File: config.mk
export PLATFORM = sky130hd
export DESIGN_NAME = rel_jump_unit
export DESIGN_NICKNAME = d
export VERILOG_FILES = /design/src/rtl/rju_pkg.sv /design/src/rtl/rju_decode.sv /design/src/rtl/rju_cond.sv /design/src/rtl/rju_target.sv /design/src/rtl/rel_jump_unit.sv
export SDC_FILE = /design/constraint.sdc
export NUM_CORES = 1
export LEC_CHECK = 0
export ABC_CLOCK_PERIOD_IN_PS = 3300
export BUFFER_PORTS_ARGS = -buffer_cell sky130_fd_sc_hd__buf_2
export CORE_MARGIN = 2
export CORE_UTILIZATION = 50
export DETAILED_ROUTE_END_ITERATION = 8
export PLACE_DENSITY = 0.87
export SYNTH_ARGS = -nofsm -noshare
export SYNTH_HDL_FRONTEND = slang
export SYNTH_HIERARCHICAL = 1
export SYNTH_SLANG_ARGS = --single-unit
File: constraint.sdc
create_clock -name clk -period 3.3 [get_ports clk]
set_input_delay 0.66 -clock clk [delete_from_list [all_inputs] [get_ports clk]]
set_output_delay 0.66 -clock clk [all_outputs]
set_load 0.05 [all_outputs]
File: src/rtl/rju_pkg.sv
package rju_pkg;

    localparam int RJU_PC_W   = 16;
    localparam int RJU_OFF_W  = 10;
    localparam int RJU_GRP_W  = 3;
    localparam int RJU_COND_W = 3;

    // flag vector layout, bit 0 is carry
    typedef struct packed {
        logic v;
        logic n;
        logic z;
        logic c;
    } flags_t;

    typedef enum logic [RJU_COND_W-1:0] {
        CND_NZ = 3'd0,
        CND_Z  = 3'd1,
        CND_NC = 3'd2,
        CND_C  = 3'd3,
        CND_N  = 3'd4,
        CND_GE = 3'd5,
        CND_LT = 3'd6,
        CND_AL = 3'd7
    } cond_e;

    typedef struct packed {
        logic  is_jump;
        cond_e cond;
    } dec_t;

    typedef enum logic [1:0] {
        ST_IDLE = 2'd0,
        ST_PASS = 2'd1,
        ST_J1   = 2'd2,
        ST_J2   = 2'd3
    } state_e;

    function automatic logic cond_met(input cond_e cc, input flags_t f);
        logic r;
        case (cc)
            CND_NZ:  r = ~f.z;
            CND_Z:   r = f.z;
            CND_NC:  r = ~f.c;
            CND_C:   r = f.c;
            CND_N:   r = f.n;
            CND_GE:  r = ~(f.n ^ f.v);
            CND_LT:  r = f.n ^ f.v;
            default: r = 1'b1;
        endcase
        return r;
    endfunction

endpackage

File: src/rtl/rju_decode.sv
module rju_decode
    import rju_pkg::*;
#(
    parameter int                 IR_W    = 16,
    parameter int                 OFF_W   = RJU_OFF_W,
    parameter int                 GRP_W   = RJU_GRP_W,
    parameter logic [GRP_W-1:0]   GRP_VAL = 3'b001
) (
    input  logic [IR_W-1:0]  ir_i,
    output dec_t             dec_o,
    output logic [OFF_W-1:0] off_o
);
    localparam int COND_LSB = OFF_W;
    localparam int COND_MSB = OFF_W + RJU_COND_W - 1;
    localparam int GRP_LSB  = IR_W - GRP_W;

    logic [GRP_W-1:0]      grp;
    logic [RJU_COND_W-1:0] cfield;

    assign grp           = ir_i[IR_W-1:GRP_LSB];
    assign cfield        = ir_i[COND_MSB:COND_LSB];
    assign off_o         = ir_i[OFF_W-1:0];
    assign dec_o.is_jump = (grp == GRP_VAL);
    assign dec_o.cond    = cond_e'(cfield);

endmodule

File: src/rtl/rju_cond.sv
module rju_cond
    import rju_pkg::*;
(
    input  dec_t   dec_i,
    input  flags_t flags_i,
    output logic   take_o
);
    logic hit;

    assign hit    = cond_met(dec_i.cond, flags_i);
    assign take_o = dec_i.is_jump & hit;

endmodule

File: src/rtl/rju_target.sv
module rju_target #(
    parameter int PC_W  = 16,
    parameter int OFF_W = 10
) (
    input  logic [PC_W-1:0]  pc_inc_i,
    input  logic [OFF_W-1:0] off_i,
    input  logic             take_i,
    output logic [PC_W-1:0]  npc_o
);
    localparam int HI_W = PC_W - 1;

    // offset in words, widened to the word-address width
    logic [HI_W-1:0] ext_w;
    logic [HI_W-1:0] sum_hi;

    generate
        if (HI_W > OFF_W) begin : g_sext
            assign ext_w = {{(HI_W-OFF_W){off_i[OFF_W-1]}}, off_i};
        end else begin : g_trunc
            assign ext_w = off_i[HI_W-1:0];
        end
    endgenerate

    assign sum_hi = pc_inc_i[PC_W-1:1] + ext_w;
    assign npc_o  = take_i ? {sum_hi, 1'b0} : {pc_inc_i[PC_W-1:1], 1'b0};

endmodule

File: src/rtl/rel_jump_unit.sv
module rel_jump_unit
    import rju_pkg::*;
#(
    parameter int PC_W  = RJU_PC_W,
    parameter int OFF_W = RJU_OFF_W
) (
    input  logic            clk,
    input  logic            rst,
    input  logic            issue_i,
    input  logic [15:0]     ir_i,
    input  logic [PC_W-1:0] pc_inc_i,
    input  logic [3:0]      flags_i,
    output logic [PC_W-1:0] npc_o,
    output logic            npc_vld_o,
    output logic            busy_o
);
    localparam int IR_W = RJU_GRP_W + RJU_COND_W + OFF_W;

    dec_t            dec;
    logic [OFF_W-1:0] off;
    logic            take;
    logic [PC_W-1:0] npc_calc;
    logic            accept;
    state_e          state;
    logic [PC_W-1:0] npc_q;

    rju_decode #(.IR_W(IR_W), .OFF_W(OFF_W)) u_dec (
        .ir_i  (ir_i),
        .dec_o (dec),
        .off_o (off)
    );

    rju_cond u_cond (
        .dec_i   (dec),
        .flags_i (flags_t'(flags_i)),
        .take_o  (take)
    );

    // unconditional code always takes the branch
    always_comb begin
        if (dec.is_jump && dec.cond == CND_AL)
            always_take_chk: assert (take || $isunknown(flags_i));
    end

    rju_target #(.PC_W(PC_W), .OFF_W(OFF_W)) u_tgt (
        .pc_inc_i (pc_inc_i),
        .off_i    (off),
        .take_i   (take),
        .npc_o    (npc_calc)
    );

    assign busy_o    = (state == ST_J1) || (state == ST_J2);
    assign npc_vld_o = (state == ST_J2) || (state == ST_PASS);
    assign accept    = issue_i && !busy_o;
    assign npc_o     = npc_q;

    always_ff @(posedge clk) begin
        if (rst) begin
            state <= ST_IDLE;
            npc_q <= '0;
        end else if (accept) begin
            npc_q <= npc_calc;
            state <= dec.is_jump ? ST_J1 : ST_PASS;
        end else begin
            case (state)
                ST_J1:   state <= ST_J2;
                default: state <= ST_IDLE;
            endcase
        end
    end


    // busy lasts at least two cycles
    busy_min_chk: assert property (@(posedge clk) disable iff (rst)
        $rose(busy_o) |=> busy_o);


    busy_max_chk: assert property (@(posedge clk) disable iff (rst)
        (busy_o && $past(busy_o)) |=> !busy_o);


    vld_second_chk: assert property (@(posedge clk) disable iff (rst)
        (busy_o && $past(busy_o)) |-> npc_vld_o);


    pass_timing_chk: assert property (@(posedge clk) disable iff (rst)
        (accept && !dec.is_jump) |=> (npc_vld_o && !busy_o));


    even_pc_chk: assert property (@(posedge clk) disable iff (rst)
        npc_vld_o |-> !npc_o[0]);


    odd_in_chk: assert property (@(posedge clk) disable iff (rst)
        (accept && pc_inc_i[0]) |=> !npc_o[0]);


    busy_hold_chk: assert property (@(posedge clk) disable iff (rst)
        (busy_o && $past(busy_o)) |-> $stable(npc_o));


    idle_hold_chk: assert property (@(posedge clk) disable iff (rst)
        (!$past(accept) && !$past(rst)) |-> $stable(npc_o));

endmodule

---- Yosys cells after proc, flatten, opt, wreduce, memory -nomap -nowiden ----
Cells that the tools add are included.
storage, ports and cells
  flip-flop bits (word level) ............. 18
  word-level logic and storage cells ...... 28
cells by class
  reductions and logical operators ........ 5
  add/sub/neg operators ................... 1
  bitwise logic cells ..................... 5
  equality and inequality tests ........... 10
  multiplexer cells ....................... 5
operator list
  cell                                                 count
  2-to-1 mux 16 bit                                    1
  adder 15 bit                                         1
  equality test 3 bit, second input constant           3
  one-hot mux 1 bit (7 select lines)                   1
  equality test 3 x 1 -> 1 bit, second input constant  2
  equality test 3 x 2 -> 1 bit, second input constant  2
  2-to-1 mux 2 bit                                     3
  equality test 2 bit, second input constant           2
  zero test 3 bit                                      1
  NOT 1 bit                                            3
  equality test 2 x 1 -> 1 bit, second input constant  1
  logical OR 1 bit                                     2
  AND 1 bit                                            1
  logical AND 1 bit                                    1
  zero test 1 bit                                      1
  XOR 1 bit                                            1

---- Longest topological paths before layout ----
Gate-level depths: netlist of the first run.
  depth in word-level cells ............... 5
  gate-level depth with buffers ........... 12
  mapped depth without buffers ............ 11

---- Cells and area by module ----
Netlist of the first run, hierarchy kept.
modules (own cells, without submodules)
  module         cells each  seq. area each (sq um)  times used  area an instance (sq um)
  rju_target     115         0.0                     1           904.6
  rel_jump_unit  81          360.3                   1           809.5
  rju_decode     14          0.0                     1           110.1
  rju_cond       10          0.0                     1           97.6

---- Worst setup path before layout of the first run ----
No wires, ideal clock.
  path kind ............................... input-to-reg
  start point ............................. input ir_i[0]
  end point ............................... register npc_q[13] (netlist: npc_o[13])
  path buffers ............................ 1
  cell stages on the path ................. 12
  setup slack ............................. 0.578 ns
  data arrival time ....................... 2.600 ns
  required time ........................... 3.178 ns
  cells stage by stage .................... buf_4 > ha_1 > inv_1 > fa_1 > nor2b_1 > o211ai_1 > a31oi_1 > a41oi_1 > xnor2_1 > mux2_2 > nand4bb_1 > o21ai_0
on the way
  longest elaborated chain between the ends .. 2
RTL lines
  what                  RTL line             text
  start, declared       rel_jump_unit.sv:10  input logic [15:0] ir_i,
  adder 15 bit          rju_target.sv:24     assign sum_hi = pc_inc_i[PC_W-1:1] + ext_w;
  2-to-1 mux 16 bit     rju_target.sv:25     assign npc_o = take_i ? {sum_hi, 1'b0} : {pc_inc_i[PC_W-1:1], 1'b0};
  net npc_calc[13]      rel_jump_unit.sv:22  logic [PC_W-1:0] npc_calc;
  end signal, assigned  rel_jump_unit.sv:62  npc_q <= npc_calc;
  end, declared         rel_jump_unit.sv:25  logic [PC_W-1:0] npc_q;
The timed path passes the listed nets, and every way through them passes these cells.
A chain may end at the register's enable or synchronous reset.

---- Worst setup path after layout of the first run ----
  start point ............................. input pc_inc_i[1]
  end point ............................... register npc_q[13] (netlist: npc_o[13])
on the way
  longest elaborated chain between the ends .. 2
RTL lines
  what               RTL line             text
  start, declared    rel_jump_unit.sv:11  input logic [PC_W-1:0] pc_inc_i,
  adder 15 bit       rju_target.sv:24
  2-to-1 mux 16 bit  rju_target.sv:25
  net npc_calc[13]   rel_jump_unit.sv:22
The timed path passes the listed nets, and every way through them passes these cells.

==> qor.csv, run 1 <==
metric,value,unit
final_max_slew_viol_count,0,
grt_pass1_vias,1540,
cts_max_path_buffers,2,
root_buffer,clkbuf_8,
wirelength,4.04,mm
area_growth,12.5,%
drv_cap,0,
firstDrtPassIters,4,
busiest_layer,met2,
numClockSinks,18,
die_w,66.0,um
cts_buffers,3,
num-nets-final,311,
synth_fa_ha_area_share,10.2,%
placed_area,0.00212,mm2
cts_max_level,1,
holdCritPathClass,reg -> reg,
grt.met2_usage,34.0,%
synth.distinct_cells,53,
most-common-layout-cells,"55 x buf_2, 18 x nand2b_1, 18 x o21ai_0, 18 x dfxtp_1, 16 x nand4bb_1",
pre_cts_ws,429,ps
synth_edf_count,0,
setup_violations,0,
clock.fmax,376,MHz
cp-start-kind,input pin,
initial_core_util,52.1,%
clock_skew,2.05,ps
worstPathArrival,2780,ps
stdcell_area,0.00216,mm2
synthArstFlopShare,0,%
drcViolationCount,0,
die_h,66.0,um
ant_nets,0,
num_rows,22,
drt-initial-drc-count,66,
vias_per_cell,5.60,
synth_compound_area_share,19.9,%
ys_seq_elements,18,
cp-end-kind,flip-flop,
grt_antenna_before_repair,0,
die_area,0.00436,mm2
core,0.00369,mm2
yosys.area_share.simple,27.9,%
seq_area_frac_synth,18.8,%
antenna_cells,0,
use_met3,3.58,%
overflow,0,
p_leak,0.953,nW
synth_top_family_by_area,simple AND/OR/NAND/NOR gates,
n_fill_cell,347,
syn_area_per_cell,8.74,um2
synth_xor_area_share,4.56,%
track_usage,19.1,%
clk_pin_slew,60,ps
clk_latency,250,ps
fin_tns_setup,0,ps
crit_type,in -> reg,
final_cells,303,
syn_inst,220,
wire_per_inst,13.3,um
num_io_pins,57,
cts.repair.resized,0,
rsz0062_at_grt,no,
setup_ws,638,ps
grt_max_degree,36,
layout-drive-gt1-share,34.1,%
cp_max_fo,5,
cts_hold_buf,0,
hpwl,3.19,mm
muxShareOfSynthArea,8.53,%
placed_cells,300,
status,finished clean,
grt_first_pass_wirelength,6.64,mm
finalCriticalPeriod,2660,ps
portBuffers,55,
synth_area,0.00192,mm2
pwr_density_cell,318,mW/mm2
vias,1697,
synth_warnings,6,
mostFrequentLayoutCell,buf_2,
globalplace.congestion,0.855,
grt_use_met1,23.8,%
required,3420,ps
ir_drop,0.237,mV
ys.flop_type,dfxtp_1,
synth_nets,274,
fin_crit_sh,80.7,%
finalHoldViolations,0,
cts_tree,built,
cts_setup_buffers,0,
## critical path, cell delays in order
cell and delay (ps):
buf_2 90, ha_1 170, inv_1 60, fa_1 390, nor2b_1 180, o211ai_1 130, a31oi_1 190, buf_4 160
a41oi_1 140, xnor2_1 150, mux2_2 270, nand4bb_1 90, o21ai_0 100
## metal layers
layer	up-vias	wire, um
met2	49	1990
met3	4	236
met1	785	1760
met5	-	0
met4	0	42
li1	859	-
## logic make-up after synthesis
logic type / count (synthesis)
XOR/XNOR: 10
buffers and inverters: 34
multiplexers: 14
other: 1
adder cells (fa/ha/maj): 15
AND/OR/NAND/NOR: 72
AO/OA/AOI/OAI: 56
flip-flops: 18
## metrics by stage
stage / util, % / total power [mW] / hold WS (ps)
floorplan: - / 0.484 / 510
global placement: 57.5 / 0.537 / 460
detailed placement: 57.5 / 0.545 / 464
CTS: 58.6 / 0.691 / 477
global route: 58.6 / 0.729 / 493
finish: 58.6 / 0.688 / 474
## state kept, by name, indices dropped and copies added, names as in the netlist
| signal | count |
|---|---|
| state | 2 |
| npc_o | 16 |
## path summary, 6_finish.rpt
path / start / end / slack [ps] / cells past startpoint
max reg2reg: state[1]$_SDFF_PP0_ / npc_o[13]$_SDFFE_PP0P_ / 2220 / 3
max: pc_inc_i[1] / npc_o[13]$_SDFFE_PP0P_ / 640 / 13
min: npc_o[4]$_SDFFE_PP0P_ / npc_o[4]$_SDFFE_PP0P_ / 470 / 2
min reg2reg: npc_o[4]$_SDFFE_PP0P_ / npc_o[4]$_SDFFE_PP0P_ / 470 / 2
## final cells by class
| class | instances | area, um2 | area share (%) |
|---|---|---|---|
| multi-input cells | 168 | 1370 | 63.3 |
| flip-flops and latches | 18 | 360 | 16.7 |
| repair buffers | 59 | 305 | 14.1 |
| well taps | 48 | 60.1 | 2.78 |
| clock buffers | 3 | 41.3 | 1.91 |
| inverters | 7 | 26.3 | 1.22 |
## Yosys cell counts, types with 4 or more instances
cell | instances | area, um2
dfxtp_1 | 18 | 360
nand2b_1 | 18 | 113
o21ai_0 | 18 | 90.1
nand4bb_1 | 16 | 180
buf_4 | 14 | 105
ha_1 | 14 | 175
mux2_2 | 11 | 124
a21oi_1 | 10 | 50.1
xnor2_1 | 10 | 87.6
nand2_1 | 9 | 33.8
clkbuf_1 | 8 | 30.0
inv_1 | 7 | 26.3
nor2b_1 | 6 | 37.5
buf_2 | 4 | 20.0
nor2_1 | 4 | 15.0
## where the power goes
part	leakage (nW)	internal [mW]	switching, mW
combinational	0.783	0.126	0.174
sequential	0.148	0.233	0.00735
clock	0.0216	0.0810	0.0659
(Power assumes the default switching activity.)
==> inputs of run 2 (changes only) <==
--- a/config.mk
+++ b/config.mk
@@ -5,12 +5,13 @@
 export SDC_FILE = /design/constraint.sdc
 export NUM_CORES = 1
 export LEC_CHECK = 0
-export ABC_CLOCK_PERIOD_IN_PS = 3300
+export ABC_AREA = 1
+export ABC_CLOCK_PERIOD_IN_PS = 2400
 export BUFFER_PORTS_ARGS = -buffer_cell sky130_fd_sc_hd__buf_2
 export CORE_MARGIN = 2
-export CORE_UTILIZATION = 50
+export CORE_UTILIZATION = 48
 export DETAILED_ROUTE_END_ITERATION = 8
-export PLACE_DENSITY = 0.87
+export PLACE_DENSITY = 0.86
 export SYNTH_ARGS = -nofsm -noshare
 export SYNTH_HDL_FRONTEND = slang
 export SYNTH_HIERARCHICAL = 1
==> constraint.sdc (replaced) <==
create_clock -name clk -period 2.4 [get_ports clk]
set_input_delay 0.48 -clock clk [delete_from_list [all_inputs] [get_ports clk]]
set_output_delay 0.48 -clock clk [all_outputs]
set_load 0.05 [all_outputs]
==> qor.csv, run 2 <==
metric,value,unit,change
cts_max_level,1,,unchanged
synthTopCellsByArea,"nand2_1 22%, dfxtp_1 18%, inv_1 9.7%",,
drcViolationCount,0,,unchanged
synth_top_area_share,22.2,%,+3.4 points
rsz0062_at_grt,no,,
grt_use_met1,23.8,%,about the same
grt_antenna_before_repair,0,,unchanged
holdCritPathClass,in -> reg,,
crit_type,in -> reg,,
grt_pass1_vias,1979,,+29%
synth_area,0.00205,mm2,+6.6%
cpLargestDelayFamily,simple AND/OR/NAND/NOR gates,,
ys.flop_type,dfxtp_1,,
cts_setup_buffers,0,,unchanged
synth_nets,411,,+50%
cp-end-kind,flip-flop,,
mostFrequentLayoutCell,nand2_1,,
syn_inst,357,,+62%
grt_first_pass_wirelength,7.80,mm,+18%
timing.slew.headroom,60.7,%,
seq_area_frac_synth,17.6,%,-1.2 points
final_max_slew_viol_count,0,,unchanged
crit_top_cell,nand3_1,,
ant_nets,0,,unchanged
critPathSlowestCell,fa_1,,
hold-worst-slack,413,ps,-61.0 ps
clk_latency,250,ps,about the same
cp-start-kind,input pin,,
wire_per_inst,9.93,um,-25%
wirelength,4.40,mm,+9.0%
yosysMostFrequentCell,nand2_1,,
cts_hold_buf,0,,unchanged
netlist_top_cells_count,"121 x nand2_1, 53 x inv_1, 44 x nor2_1",,
busiest_layer,met2,,
synth_area_leader_cell,nand2_1,,
p_leak,1.36,nW,+43%
synth_edf_count,0,,unchanged
cts.repair.resized,0,,unchanged
num-nets-final,448,,+44%
grt.met2_usage,34.0,%,about the same
clock.fmax,513,MHz,
antenna_cells,0,,unchanged
ys_seq_elements,18,,unchanged
numClockSinks,18,,unchanged
globalplace.congestion,0.896,,+4.9%
largest_reg_flops,16,,unchanged
setup_ws,450,ps,-188 ps
synth_warnings,6,,unchanged
final_cells,443,,+46%
firstDrtPassIters,4,,unchanged
cts_max_path_buffers,2,,unchanged
root_buffer,clkbuf_8,,
yosys.area_share.simple,46.3,%,+18 points
drv_cap,0,,unchanged
muxShareOfSynthArea,0,%,-8.5 points
crit_chain,buf_2 > ha_1 > inv_1 > fa_1 > inv_1 > nand3_1 > nand3_1 > nand3_1 > nand3_1 > nand2_1 > nand3_1 > nand2_1 > nand3b_1 > nand2_1 > nor2_1,,
cp_max_fo,3,,-2
cts_buffers,3,,unchanged
use_met3,1.31,%,-2.3 points
initial_core_util,50.5,%,-1.6 points
finalHoldViolations,0,,unchanged
die_w,69.3,um,+5.1%
placed_cells,439,,+46%
syn_area_per_cell,5.74,um2,-34%
synth_fa_ha_area_share,9.52,%,-0.63 points
setup_violations,0,,unchanged
slowest_delay,400,ps,about the same
core,0.00406,mm2,+10%
vias_per_cell,4.76,,-15%
synth_xor_area_share,2.14,%,-2.4 points
die_area,0.00481,mm2,+10%
track_usage,18.9,%,-0.18 points
fin_crit_sh,81.3,%,
synth_compound_area_share,4.88,%,-15 points
portBuffers,55,,unchanged
pre_cts_ws,204,ps,-225 ps
status,finished clean,,
layout-drive-gt1-share,17.6,%,-17 points
num_io_pins,57,,unchanged
required,2550,ps,-870 ps
grt_max_degree,21,,-42%
synth_top_family_by_area,simple AND/OR/NAND/NOR gates,,
fin_tns_setup,0,ps,unchanged
clock_skew,2.47,ps,+0.421 ps
area_growth,10.4,%,
vias,2107,,+24%
die_h,69.3,um,+5.1%
finalCriticalPeriod,1950,ps,
overflow,0,,unchanged
cts_tree,built,,
cp_num_buf_inv,3,,unchanged
ir_drop,0.149,mV,-37%
drt-initial-drc-count,89,,+35%
worst_pin_slew,589,ps,
fin_total_pwr,1.03,mW,+49%
most-common-layout-cells,"121 x nand2_1, 55 x buf_2, 53 x inv_1",,
synth.distinct_cells,25,,-53%
hpwl,3.72,mm,+17%
worstPathArrival,2100,ps,-680 ps
pwr_density_cell,453,mW/mm2,+42%
synthArstFlopShare,0,%,unchanged
num_rows,23,,+4.5%
clk_pin_slew,70,ps,about the same
-- run 2: cell types whose count changed in the layout (fill, tap and decap cells not counted), moves of 16 or more --
cell       previous run  this run
inv_1                 7        53
nand2_1               9       121
nand2b_1             18         0
nand3_1               1        25
nand3b_1              2        18
nand4bb_1            16         0
nor2_1                4        44
-- run 2: cells by family after synthesis --
group,count (synthesis)
compound gates,20
other cells,1
flops,18
xor+xnor,5
buf+inv,80
simple gates,218
fa+ha+maj,15
-- run 2: cell type report --
class	count	area (um2)
multi-input combinational	259	1290
sequential	18	360
tap	50	62.6
inverter	56	210
timing repair buffer	56	283
clock buffer	4	55.1
fill	406	1790
-- run 2: report_power, final --
group          switching (mW)  internal (mW)
Clock                  0.0962          0.146
Sequential             0.0115          0.323
Combinational           0.294          0.156
Total                   0.402          0.624
-- run 2: stage by stage --
step / area (um2) / util, %
floorplan: 2050 / -
global placement: 2210 / 54.4
detailed placement: 2210 / 54.4
CTS: 2260 / 55.8
global route: 2260 / 55.8
finish: 2260 / 55.8
-- run 2: per-layer routing --
| metal | up-vias | share of wire [%] |
|---|---|---|
| li1 | 1154 | - |
| met1 | 903 | 48 |
| met2 | 46 | 47 |
| met3 | 4 | 4.1 |
| met4 | 0 | 0.68 |
| met5 | - | 0 |
-- run 2: final timing paths --
| check | from | to | slack, ps | cells past startpoint |
|---|---|---|---|---|
| worst min-delay path | rst | state[1]$_SDFF_PP0_ | 410 | 2 |
| worst min register to register | npc_o[5]$_SDFFE_PP0P_ | npc_o[5]$_SDFFE_PP0P_ | 480 | 2 |
| worst max register to register | state[1]$_SDFF_PP0_ | npc_o[7]$_SDFFE_PP0P_ | 1440 | 4 |
| worst max-delay path | pc_inc_i[1] | npc_o[13]$_SDFFE_PP0P_ | 450 | 15 |
==> inputs of run 3 (changes only) <==
--- a/config.mk
+++ b/config.mk
@@ -6,10 +6,10 @@
 export NUM_CORES = 1
 export LEC_CHECK = 0
 export ABC_AREA = 1
-export ABC_CLOCK_PERIOD_IN_PS = 2400
+export ABC_CLOCK_PERIOD_IN_PS = 1800
 export BUFFER_PORTS_ARGS = -buffer_cell sky130_fd_sc_hd__buf_2
 export CORE_MARGIN = 2
-export CORE_UTILIZATION = 48
+export CORE_UTILIZATION = 50
 export DETAILED_ROUTE_END_ITERATION = 8
 export PLACE_DENSITY = 0.86
 export SYNTH_ARGS = -nofsm -noshare
==> constraint.sdc (replaced) <==
create_clock -name clk -period 1.8 [get_ports clk]
set_input_delay 0.36 -clock clk [delete_from_list [all_inputs] [get_ports clk]]
set_output_delay 0.36 -clock clk [all_outputs]
set_load 0.05 [all_outputs]
==> qor.csv, run 3 (synthesis results as in run 2) <==
metric,value,unit,change
area_growth,28.7,%,
grt_pass1_vias,1888,,-4.6%
clock.fmax,577,MHz,
grt_first_pass_wirelength,7.34,mm,-5.9%
drcViolationCount,0,,unchanged
grt_antenna_before_repair,0,,unchanged
clk_latency,250,ps,about the same
cts_max_path_buffers,2,,unchanged
cts_hold_buf,0,,unchanged
cp-start-kind,input pin,,
cts_max_level,1,,unchanged
post-route-util,66.4,%,+11 points
holdCritPathClass,in -> reg,,
cts_tree,built,,
cp-end-kind,flip-flop,,
vias_per_cell,4.85,,+2.0%
rsz0062_at_grt,yes,,
track_usage,20.1,%,+1.2 points
ir_drop,0.220,mV,+48%
pwr_density_cell,568,mW/mm2,+25%
die_h,68.0,um,-1.9%
n_fill_cell,341,,-16%
fin_total_pwr,1.50,mW,+46%
clock_skew,3.03,ps,+0.561 ps
fin_crit_sh,96.3,%,
num_io_pins,57,,unchanged
die_w,68.0,um,-1.9%
cp_max_fo,3,,unchanged
status,finished clean,,
firstDrtPassIters,4,,unchanged
cts_buffers,3,,unchanged
wire_per_inst,11.6,um,+17%
hpwl,3.79,mm,+2.0%
clk_pin_slew,60,ps,about the same
crit_type,in -> reg,,
setup_violations,0,,unchanged
ant_nets,0,,unchanged
layout-drive-gt1-share,28.1,%,+11 points
most-common-layout-cells,"119 x nand2_1, 52 x buf_2, 50 x inv_1",,
largest_reg_flops,16,,unchanged
drt-initial-drc-count,136,,+53%
portBuffers,55,,unchanged
fin_tns_setup,0,ps,unchanged
numClockSinks,18,,unchanged
placed_cells,459,,+4.6%
required,1950,ps,-600 ps
drv_cap,0,,unchanged
worstPathArrival,1880,ps,-220 ps
finalCriticalPeriod,1730,ps,
num_rows,23,,unchanged
p_leak,1.48,nW,+8.9%
num-nets-final,472,,+5.4%
globalplace.congestion,0.927,,+3.4%
wirelength,5.43,mm,+23%
grt_max_degree,21,,unchanged
final_cells,467,,+5.4%
initial_core_util,51.6,%,+1.1 points
mostFrequentLayoutCell,nand2_1,,
die_area,0.00463,mm2,-3.8%
root_buffer,clkbuf_8,,
core,0.00397,mm2,-2.1%
finalHoldViolations,0,,unchanged
final_max_slew_viol_count,0,,unchanged
vias,2266,,+7.5%
overflow,0,,unchanged
antenna_cells,0,,unchanged
==> run 3: layout make-up <==
class / instances / area [um2] / area share, %
Inverter: 56 / 214 / 8.11
Clock buffer: 4 / 55.1 / 2.09
Timing Repair inverter: 1 / 7.51 / 0.285
Timing Repair Buffer: 79 / 467 / 17.7
Multi-Input combinational cell: 259 / 1470 / 55.8
Tap cell: 50 / 62.6 / 2.37
Sequential cell: 18 / 360 / 13.7
==> run 3: metal layers <==
metal | vias to the layer above | global-route usage (%) | part of all wire, %
met3 | 14 | 0.987 | 5.6
met5 | - | 0 | 0
li1 | 1200 | - | -
met2 | 72 | 37.0 | 51
met4 | 0 | 5.25 | 1.9
met1 | 980 | 25.2 | 42
==> run 3: repair_timing <==
item                       in CTS  in global routing
setup endpoints to repair       0                  7
buffers inserted                0                  3
resized for setup               0                 29
==> run 3: where the power goes <==
| group | internal, mW | total [mW] | switching (mW) | leakage [nW] |
|---|---|---|---|---|
| registers | 0.431 | 0.445 | 0.0145 | 0.149 |
| clock network | 0.194 | 0.317 | 0.123 | 0.0288 |
| logic | 0.292 | 0.736 | 0.444 | 1.31 |
==> run 3: critical path: stages <==
cell	delay, ps
buf_4	100
ha_4	130
inv_2	40
fa_2	370
nor2_1	170
nor2_2	70
nor2_1	170
o21ai_1	90
nand2_1	60
o21ai_1	50
nand3b_1	160
nand2_1	70
nor2_1	50
==> run 3: per-stage QoR <==
step,area [um2],worst slack (ps),hold slack [ps]
4_1_cts,2420,89.5,288
5_1_grt,2640,-78.7,301
2_1_floorplan,2050,3.29,429
3_3_place_gp,2360,-108,456
3_5_place_dp,2360,-173,468
6_report,2640,67.2,292
==> run 3: path summary, 6_finish.rpt <==
check	from	end	slack, ps	cells after the start
setup reg to reg	state[1]$_SDFF_PP0_	npc_o[14]$_SDFFE_PP0P_	840	4
hold / removal	rst	state[0]$_SDFF_PP0_	290	2
setup / recovery	pc_inc_i[1]	npc_o[9]$_SDFFE_PP0P_	70	13
hold reg to reg	npc_o[6]$_SDFFE_PP0P_	npc_o[6]$_SDFFE_PP0P_	480	2
